## config.mk

```make
export PLATFORM = sky130hd
export DESIGN_NAME = virq_list_bank
export DESIGN_NICKNAME = d
export VERILOG_FILES = /design/src/rtl/virq_pkg.sv /design/src/rtl/virq_pick.sv /design/src/rtl/virq_match.sv /design/src/rtl/virq_list_bank.sv
export SDC_FILE = /design/constraint.sdc
export NUM_CORES = 1
export LEC_CHECK = 0
export BUFFER_PORTS_ARGS = -buffer_cell sky130_fd_sc_hd__buf_2
export CAP_MARGIN = 20
export CORE_UTILIZATION = 59
export DETAILED_ROUTE_END_ITERATION = 7
export HOLD_SLACK_MARGIN = 0.1
export PLACE_DENSITY = 0.79
export SLEW_MARGIN = 20
export SYNTH_ARGS = -nofsm -noshare
export SYNTH_HDL_FRONTEND = slang
export SYNTH_SLANG_ARGS = --single-unit
```

## constraint.sdc

```tcl
create_clock -name clk -period 7.96 [get_ports clk]
set_input_delay 0.398 -clock clk [delete_from_list [all_inputs] [get_ports clk]]
set_output_delay 0.398 -clock clk [all_outputs]
set_load 0.005 [all_outputs]
```

## src/rtl/virq_pkg.sv

```systemverilog
package virq_pkg;
  localparam int ENTRY_W   = 64;
  localparam int ACT_BIT   = 63;
  localparam int PEND_BIT  = 62;
  localparam int LINK_BIT  = 61;
  localparam int GRP_BIT   = 60;
  localparam int PRIO_LSB  = 48;
  localparam int PRIO_W    = 8;
  localparam int PID_LSB   = 32;
  localparam int PID_W     = 10;
  localparam int VID_W     = 32;
  localparam logic [VID_W-1:0]  SPURIOUS_ID = 32'd1023;
  localparam logic [PRIO_W-1:0] PRIO_IDLE   = 8'hFF;
  typedef logic [ENTRY_W-1:0] entry_t;
endpackage

```

## src/rtl/virq_pick.sv

```systemverilog
module virq_pick
  import virq_pkg::*;
#(
  parameter int NUM_LR = 4,
  parameter int IDX_W  = 2
) (
  input  logic [NUM_LR-1:0] pend,
  input  logic [NUM_LR-1:0] grp,
  input  logic [PRIO_W-1:0] prio [NUM_LR],
  input  logic [PRIO_W-1:0] run_prio,
  output logic              found,
  output logic [IDX_W-1:0]  sel_idx,
  output logic [PRIO_W-1:0] sel_prio
);
  logic [NUM_LR-1:0] elig;

  for (genvar g = 0; g < NUM_LR; g++) begin : g_elig
    assign elig[g] = pend[g] && grp[g] && (prio[g] < run_prio);
  end

  // strict compare keeps the lowest index on equal priority
  always_comb begin
    found    = 1'b0;
    sel_idx  = '0;
    sel_prio = PRIO_IDLE;
    for (int i = 0; i < NUM_LR; i++) begin
      if (elig[i] && (!found || prio[i] < sel_prio)) begin
        found    = 1'b1;
        sel_idx  = IDX_W'(i);
        sel_prio = prio[i];
      end
    end
  end
endmodule

```

## src/rtl/virq_match.sv

```systemverilog
module virq_match
  import virq_pkg::*;
#(
  parameter int NUM_LR = 4,
  parameter int IDX_W  = 2
) (
  input  logic [NUM_LR-1:0] act,
  input  logic [VID_W-1:0]  vid [NUM_LR],
  input  logic [VID_W-1:0]  want,
  output logic              hit,
  output logic [IDX_W-1:0]  hit_idx
);
  always_comb begin
    hit     = 1'b0;
    hit_idx = '0;
    for (int i = 0; i < NUM_LR; i++) begin
      if (!hit && act[i] && vid[i] == want) begin
        hit     = 1'b1;
        hit_idx = IDX_W'(i);
      end
    end
  end
endmodule

```

## src/rtl/virq_list_bank.sv

```systemverilog
module virq_list_bank
  import virq_pkg::*;
#(
  parameter int NUM_LR = 4,
  localparam int IDX_W = (NUM_LR > 1) ? $clog2(NUM_LR) : 1
) (
  input  logic               clk,
  input  logic               rst,
  input  logic               split_mode,
  input  logic               hwr_en,
  input  logic [IDX_W-1:0]   hwr_idx,
  input  logic [ENTRY_W-1:0] hwr_data,
  input  logic [IDX_W-1:0]   hrd_idx,
  output logic [ENTRY_W-1:0] hrd_data,
  input  logic               ack_req,
  output logic               ack_valid,
  output logic [VID_W-1:0]   ack_id,
  input  logic               eoi_req,
  input  logic [VID_W-1:0]   eoi_id,
  input  logic               dir_req,
  input  logic [VID_W-1:0]   dir_id,
  output logic [PRIO_W-1:0]  run_prio,
  output logic               pdeact_valid,
  output logic [PID_W-1:0]   pdeact_id
);
  entry_t lr_q [NUM_LR];

  logic [NUM_LR-1:0] pend_v, act_v, grp_v;
  logic [PRIO_W-1:0] prio_a [NUM_LR];
  logic [VID_W-1:0]  vid_a  [NUM_LR];

  for (genvar g = 0; g < NUM_LR; g++) begin : g_fields
    assign pend_v[g] = lr_q[g][PEND_BIT];
    assign act_v[g]  = lr_q[g][ACT_BIT];
    assign grp_v[g]  = lr_q[g][GRP_BIT];
    assign prio_a[g] = lr_q[g][PRIO_LSB +: PRIO_W];
    assign vid_a[g]  = lr_q[g][VID_W-1:0];
  end

  logic              pick_found;
  logic [IDX_W-1:0]  pick_idx;
  logic [PRIO_W-1:0] pick_prio;

  virq_pick #(.NUM_LR(NUM_LR), .IDX_W(IDX_W)) u_pick (
    .pend(pend_v), .grp(grp_v), .prio(prio_a), .run_prio(run_prio),
    .found(pick_found), .sel_idx(pick_idx), .sel_prio(pick_prio)
  );

  logic             eoi_hit, dir_hit;
  logic [IDX_W-1:0] eoi_idx, dir_idx;

  virq_match #(.NUM_LR(NUM_LR), .IDX_W(IDX_W)) u_eoi_match (
    .act(act_v), .vid(vid_a), .want(eoi_id), .hit(eoi_hit), .hit_idx(eoi_idx)
  );

  virq_match #(.NUM_LR(NUM_LR), .IDX_W(IDX_W)) u_dir_match (
    .act(act_v), .vid(vid_a), .want(dir_id), .hit(dir_hit), .hit_idx(dir_idx)
  );

  logic ack_take, eoi_deact, dir_deact, eoi_pulse, dir_pulse;

  assign ack_take  = ack_req && pick_found;
  // linked entries always deactivate on EOI; others only outside split mode
  assign eoi_deact = eoi_req && eoi_hit && (!split_mode || lr_q[eoi_idx][LINK_BIT]);
  assign dir_deact = dir_req && dir_hit;
  assign eoi_pulse = eoi_deact && lr_q[eoi_idx][LINK_BIT];
  assign dir_pulse = dir_deact && lr_q[dir_idx][LINK_BIT];

  // entry storage: host write first, then acknowledge, then retire
  always_ff @(posedge clk) begin
    for (int i = 0; i < NUM_LR; i++) begin
      if (rst) begin
        lr_q[i] <= '0;
      end else if (hwr_en && hwr_idx == IDX_W'(i)) begin
        lr_q[i] <= hwr_data;
      end else if (ack_take && pick_idx == IDX_W'(i)) begin
        lr_q[i][PEND_BIT] <= 1'b0;
        lr_q[i][ACT_BIT]  <= 1'b1;
      end else if ((eoi_deact && eoi_idx == IDX_W'(i)) ||
                   (dir_deact && dir_idx == IDX_W'(i))) begin
        lr_q[i][ACT_BIT] <= 1'b0;
      end
    end
  end

  // running priority and registered guest-side results
  always_ff @(posedge clk) begin
    if (rst) begin
      run_prio     <= PRIO_IDLE;
      ack_valid    <= 1'b0;
      ack_id       <= '0;
      pdeact_valid <= 1'b0;
      pdeact_id    <= '0;
      hrd_data     <= '0;
    end else begin
      if (ack_take)     run_prio <= pick_prio;
      else if (eoi_req) run_prio <= PRIO_IDLE;
      ack_valid    <= ack_req;
      ack_id       <= ack_take ? vid_a[pick_idx] : SPURIOUS_ID;
      pdeact_valid <= eoi_pulse || dir_pulse;
      pdeact_id    <= eoi_pulse ? lr_q[eoi_idx][PID_LSB +: PID_W]
                                : lr_q[dir_idx][PID_LSB +: PID_W];
      hrd_data     <= lr_q[hrd_idx];
    end
  end

  // a taken acknowledge loads the chosen priority
  a_r3_ack_loads_prio: assert property (@(posedge clk) disable iff (rst)
    ack_req && pick_found |=> run_prio == $past(pick_prio));

  // nothing eligible gives the spurious ID
  a_r4_spurious: assert property (@(posedge clk) disable iff (rst)
    ack_req && !pick_found |=> ack_valid && ack_id == SPURIOUS_ID);

  // the arbiter only offers pending group 1 entries above running priority
  a_r9_eligible: assert property (@(posedge clk) disable iff (rst)
    pick_found |-> lr_q[pick_idx][PEND_BIT] && lr_q[pick_idx][GRP_BIT] &&
                   (lr_q[pick_idx][PRIO_LSB +: PRIO_W] < run_prio));

  // an EOI without a same-cycle acknowledge idles the running priority
  a_r6_eoi_drop: assert property (@(posedge clk) disable iff (rst)
    eoi_req && !ack_req |=> run_prio == PRIO_IDLE);

  // a physical deactivation pulse only follows a guest retire command
  a_r7_pulse_cause: assert property (@(posedge clk) disable iff (rst)
    pdeact_valid |-> $past(eoi_req || dir_req));
endmodule

```

==> results of run 1 <==
[path summary, 6_finish.rpt]
check               start           to  cells past startpoint  slack (ns)
max reg2reg   run_prio[7]    ack_id[3]                     36        0.48
min reg2reg   run_prio[3]  run_prio[3]                      2        0.62
max           run_prio[7]    ack_id[3]                     36        0.48
min          hwr_data[36]  lr_q[3][36]                      2        0.14
[registers in the layout, indices dropped and copies added, names as in the netlist]
register and flops:
ack_id 32, pdeact_id 10, hrd_data 64, lr_q 256, pdeact_valid 1, run_prio 8, ack_valid 1
[logic make-up (layout without fill, tap and decap cells)]
group | after synthesis | after routing | synth area share
AOI/OAI and AO/OA | 213 | 213 | 0.07763
xor gates and xnor gates | 253 | 253 | 0.1074
adders and majority gates | 48 | 48 | 0.02911
buffers and inverters | 135 | 395 | 0.02753
DFF | 372 | 372 | 0.4852
muxes | 104 | 104 | 0.08927
and+or+nand+nor | 644 | 644 | 0.1839
[layout make-up]
type	instances	area [um^2]	share of cell area
multi-input combinational	1262	10120	0.4293
sequential	372	10010	0.4247
timing repair buffer	280	1495	0.06344
clock buffer	53	1069	0.04534
tap	455	569.3	0.02416
inverter	46	172.7	0.007326
clock inverter	16	135.1	0.005734
[cells in the mapped netlist (28+ instances only)]
library cell and number:
clkbuf_1 63, nor2b_1 66, ha_1 48, a21oi_1 41, edfxtp_1 256, nand2_1 98, xor2_1 179, mux4_2 64
o211ai_1 28, dfxtp_1 116, and2_1 252, nor4_1 60, xnor2_1 74, nand4_1 32, inv_1 46, mux2i_1 40
[layer usage]
metal / GRT usage / up-vias
li1: - / 6969
met1: 0.5529 / 8064
met2: 0.7134 / 1341
met3: 0.07136 / 228
met4: 0.1877 / 0
met5: 0 / -
[what timing repair did]
item / 4_1_cts / 5_1_grt
resized for setup: 0 / 10
hold buffers: 0 / 0
endpoints found under the setup margin: 0 / 52
setup buffers: 0 / 0
[where the power goes]
part | internal, mW | switching, mW
Combinational | 0.369 | 0.574
Sequential | 2.23 | 0.162
Clock | 0.982 | 0.776
[worst reg2reg max path, delay by kind of cell, from the launching register on]
kind | cells | cell delay [ns]
AOI/OAI and AO/OA | 17 | 2.79
adders and majority gates | 4 | 1.15
buffers and inverters | 5 | 0.96
DFF | 1 | 0.35
muxes | 1 | 0.31
and+or+nand+nor | 9 | 1.72
==> impl_metrics.env, run 1 <==
export IMPL_status="complete, but fails checks"
export IMPL_failed_checks="DRC"
export IMPL_via_count=16600
export IMPL_root_buffer="clkbuf_16"
export IMPL_worst_hold_slack_ns=0.1353
export IMPL_netlist_area_um2=20630
export IMPL_wl_met2_um=36550
export IMPL_p_total_mw=5.095
export IMPL_worstSetupPathType="reg2reg"
export IMPL_cts_num_sinks=372
export IMPL_required_ns=8.32
export IMPL_max_clock_freq_ghz=0.1338
export IMPL_period_minus_slack_ns=7.475
export IMPL_synth_seq_cells=372
export IMPL_drtAntennaViolNets=0
export IMPL_port_buffers=254
export IMPL_wirelength_um=76650
export IMPL_worst_setup_path_start_kind="flip-flop"
export IMPL_fillers=2392
export IMPL_synth_top_cell_area_share=0.3726
export IMPL_synth_ff_type="edfxtp_1"
export IMPL_worst_path_largest_cell_delay_ns=0.42
export IMPL_tritoncts="built"
export IMPL_clock_path_buffers=3
export IMPL_first_pass_iters=8
export IMPL_worst_hold_path_type="in2reg"
export IMPL_io_pins=255
export IMPL_cp_end_kind="flip-flop"
export IMPL_power_density_nw_per_um2=216.2
export IMPL_syn2layout_area_growth_pct=14.23
export IMPL_drc=7
export IMPL_initial_core_util=0.5987
export IMPL_cp_arrival_ns=7.83
export IMPL_critical_path_peak_fanout=26
export IMPL_async_reset_ff_frac=0
export IMPL_maxSlewViolCount=0
export IMPL_drive_gt1_frac=0.2149
export IMPL_final_core_util=0.6840
export IMPL_wl_met1_um=27810
export IMPL_worst_slack_ns=0.4849
export IMPL_fin_crit_sh=0.9391
export IMPL_die_w_um=189.0
export IMPL_synth_area_leaders="edfxtp_1, dfxtp_1, and2_1"
export IMPL_htreeDepth=2
export IMPL_grt_pass1_wl_um=110100
export IMPL_synth_distinct_cells=81
export IMPL_layout_commonest_cell="edfxtp_1"
export IMPL_drt_initial_drc_count=2398
export IMPL_maxCapViolations=0
export IMPL_syn_avg_cell_area_um2=11.66
export IMPL_grt_overflow_total=0
export IMPL_dpl_cell_count=2415
export IMPL_grt_use_total=0.4286
export IMPL_stdcell_area_um2=23570
export IMPL_clk_latency_ns=0.57
export IMPL_tns_ns=0
export IMPL_die_y_um=189.0
export IMPL_met3WireLength_um=8312
export IMPL_hold_viol_final=0
export IMPL_core_um2=34460
export IMPL_numCtsBuffers=38
export IMPL_relSlewSlack=0.2480
export IMPL_grt_max_degree=65
export IMPL_place_area_um2=22330
export IMPL_antenna_found_initial=2
export IMPL_ir_worst_vdd_mv=0.2064
export IMPL_gp_routability_congestion=1.132
export IMPL_rsz0062_at_grt="no"
export IMPL_via_per_inst=6.684
export IMPL_postSynthCellCount=1769
export IMPL_nets=2187
export IMPL_finalClockSkew_ns=0.02044
export IMPL_power_leakage_nw=9.569
export IMPL_clkSlewWorstSetupHoldPaths_ns=0.06
export IMPL_dp_slack_ns=0.2227
export IMPL_yosys_area_top_type="edfxtp_1"
export IMPL_dpl_hpwl_um=55330
export IMPL_grt_pass1_vias=16270
export IMPL_post_drt_wl_per_cell_um=30.86
export IMPL_finalSetupViolCount=0
export IMPL_worst_slew_pin_slew_ns=1.123
export IMPL_antenna_cells=0
export IMPL_std_cell_rows=68
export IMPL_synth_edff_count=256
export IMPL_top_layer_used="met4"
export IMPL_most_common_layout_cells="edfxtp_1, and2_1, buf_2"
export IMPL_ys_warn_count=0
export IMPL_stdcell_count=2484
export IMPL_die_area_um2=35720
export IMPL_seq_area_frac_synth=0.4852
export IMPL_cpMaxStageDelayCell="or3_1"
export IMPL_cpLargestDelayFamily="compound AO/OA/AOI/OAI gates"
export IMPL_critical_path_buf_inv_count=5
export IMPL_syn_nets=1956
(Power assumes the default switching activity.)
==> run 2, diff against run 1 <==
--- a/config.mk
+++ b/config.mk
@@ -11,6 +11,7 @@
 export DETAILED_ROUTE_END_ITERATION = 7
 export HOLD_SLACK_MARGIN = 0.1
 export PLACE_DENSITY = 0.79
+export REMOVE_ABC_BUFFERS = 1
 export SLEW_MARGIN = 20
 export SYNTH_ARGS = -nofsm -noshare
 export SYNTH_HDL_FRONTEND = slang
==> impl_metrics.env, run 2 (synthesis results as in run 1) <==
export IMPL_status="complete, but fails checks"
export IMPL_failed_checks="DRC"
export IMPL_dpl_hpwl_um=49910
export IMPL_period_minus_slack_ns=7.471
export IMPL_required_ns=8.32
export IMPL_crit_end="ack_id[3]"
export IMPL_top_regs="lr_q (256), hrd_data (64), ack_id (32)"
export IMPL_cp_depth=33
export IMPL_std_cell_rows=68
export IMPL_core_um2=34460
export IMPL_via_per_inst=6.419
export IMPL_grt_pass1_wl_um=102400
export IMPL_gp_routability_congestion=1.135
export IMPL_antenna_found_initial=9
export IMPL_maxSlewViolCount=0
export IMPL_clock_path_buffers=3
export IMPL_cp_arrival_ns=7.83
export IMPL_crit_top_cell="ha_1"
export IMPL_most_common_layout_cells="edfxtp_1, and2_1, buf_2"
export IMPL_die_y_um=189.0
export IMPL_worst_setup_path_start_kind="flip-flop"
export IMPL_cp_end_kind="flip-flop"
export IMPL_max_clock_freq_ghz=0.1339
export IMPL_r2r_end="ack_id[3]"
export IMPL_die_area_um2=35720
export IMPL_critical_path_peak_fanout=32
export IMPL_reg2reg_slack_ns=0.49
export IMPL_power_density_nw_per_um2=219.0
export IMPL_htreeDepth=2
export IMPL_maxCapViolations=0
export IMPL_clk_latency_ns=0.56
export IMPL_drtAntennaViolNets=0
export IMPL_drt_initial_drc_count=1741
export IMPL_drive_gt1_frac=0.2164
export IMPL_largest_register_ffs=256
export IMPL_relSlewSlack=0.2199
export IMPL_die_w_um=189.0
export IMPL_startpoint="run_prio[7]"
export IMPL_finalSetupViolCount=0
export IMPL_worstSetupPathType="reg2reg"
export IMPL_numCtsBuffers=39
export IMPL_worst_slack_ns=0.4890
export IMPL_ir_worst_vdd_mv=0.1931
export IMPL_io_pins=255
export IMPL_syn2layout_area_growth_pct=15.03
export IMPL_layout_commonest_cell="edfxtp_1"
export IMPL_tritoncts="built"
export IMPL_cpMaxStageDelayCell="or3_2"
export IMPL_worst_slew_pin_slew_ns=1.163
export IMPL_worst_hold_path_type="in2reg"
export IMPL_rsz0062_at_grt="no"
export IMPL_worst_path_largest_cell_delay_ns=0.51
export IMPL_port_buffers=254
export IMPL_root_buffer="clkbuf_16"
export IMPL_stdcell_area_um2=23730
export IMPL_ff2ff_path_depth=33
export IMPL_grt_use_total=0.3898
export IMPL_post_drt_wl_per_cell_um=27.93
export IMPL_largest_register="lr_q"
export IMPL_power_leakage_nw=9.634
export IMPL_grt_overflow_total=0
export IMPL_grt_max_degree=57
export IMPL_critical_path_buf_inv_count=3
export IMPL_cpLargestDelayFamily="compound AO/OA/AOI/OAI gates"
export IMPL_fin_crit_sh=0.9386
export IMPL_r2r_start="run_prio[7]"
export IMPL_cts_num_sinks=372
export IMPL_nets=2189
export IMPL_drc=3
export IMPL_dp_slack_ns=0.05027
export IMPL_first_pass_iters=8
export IMPL_initial_core_util=0.5987
export IMPL_clkSlewWorstSetupHoldPaths_ns=0.06
export IMPL_finalClockSkew_ns=0.01585
export IMPL_grt_pass1_vias=16050
export IMPL_place_area_um2=22330
export IMPL_tns_ns=0
export IMPL_wirelength_um=69660
export IMPL_via_count=16010
export IMPL_hold_viol_final=0
[run 2: cell count changes in the layout (fill, tap and decap cells not counted), moves of 2 or more]
cell,before,now
diode_2,0,6
nor3_4,0,2
bufinv_16,1,5
buf_4,24,26
o21ai_0,7,9
buf_6,3,1
[run 2: metrics by stage]
step	hold slack (ns)	util	std cells	power, mW
2_1_floorplan	0.4647	-	1680	2.861
3_3_place_gp	0.5941	0.6479	2414	3.286
3_5_place_dp	0.6084	0.6479	2414	3.299
4_1_cts	0.1239	0.6869	2487	5.180
5_1_grt	0.1484	0.6886	2492	5.344
6_report	0.1431	0.6887	2494	5.196
[run 2: area by class of cell]
type,instances,area (um^2)
antenna,6,15.01
timing repair buffer,280,1493
tap,455,569.3
fill,2571,10730
sequential,372,10010
clock inverter,18,237.7
multi-input combinational,1263,10140
clock buffer,54,1094
inverter,46,172.7
[run 2: power by group]
group / switching (mW) / leakage (nW) / internal, mW
clock network: 0.771 / 0.643 / 1.13
logic: 0.547 / 5.51 / 0.368
registers: 0.149 / 3.48 / 2.23
total: 1.47 / 9.63 / 3.73
[run 2: how the worst min path moves through the flow]
stage	startpoint	endpoint	slack, ns	cells past startpoint
floorplan	rst	ack_valid	0.46	1
global placement	run_prio[3]	run_prio[3]	0.59	2
detailed placement	lr_q[0][41]	pdeact_id[9]	0.61	2
CTS	hwr_data[59]	lr_q[3][59]	0.12	2
global route	hwr_data[33]	lr_q[1][33]	0.15	2
finish	hwr_data[59]	lr_q[3][59]	0.14	2
[run 2: layer usage]
layer	vias up	wire length [um]	GRT usage
met4	8	3811	0.1923
met2	1012	33590	0.6544
met5	-	42	0
met1	7772	25910	0.4869
li1	6986	-	-
met3	230	6301	0.06858
[run 2: repair_timing]
item | CTS | global route
gates resized for setup | 0 | 8
setup endpoints to repair | 0 | 52
buffers inserted | 0 | 0
hold endpoints to repair | 1 | 0
hold buffers | 1 | 0
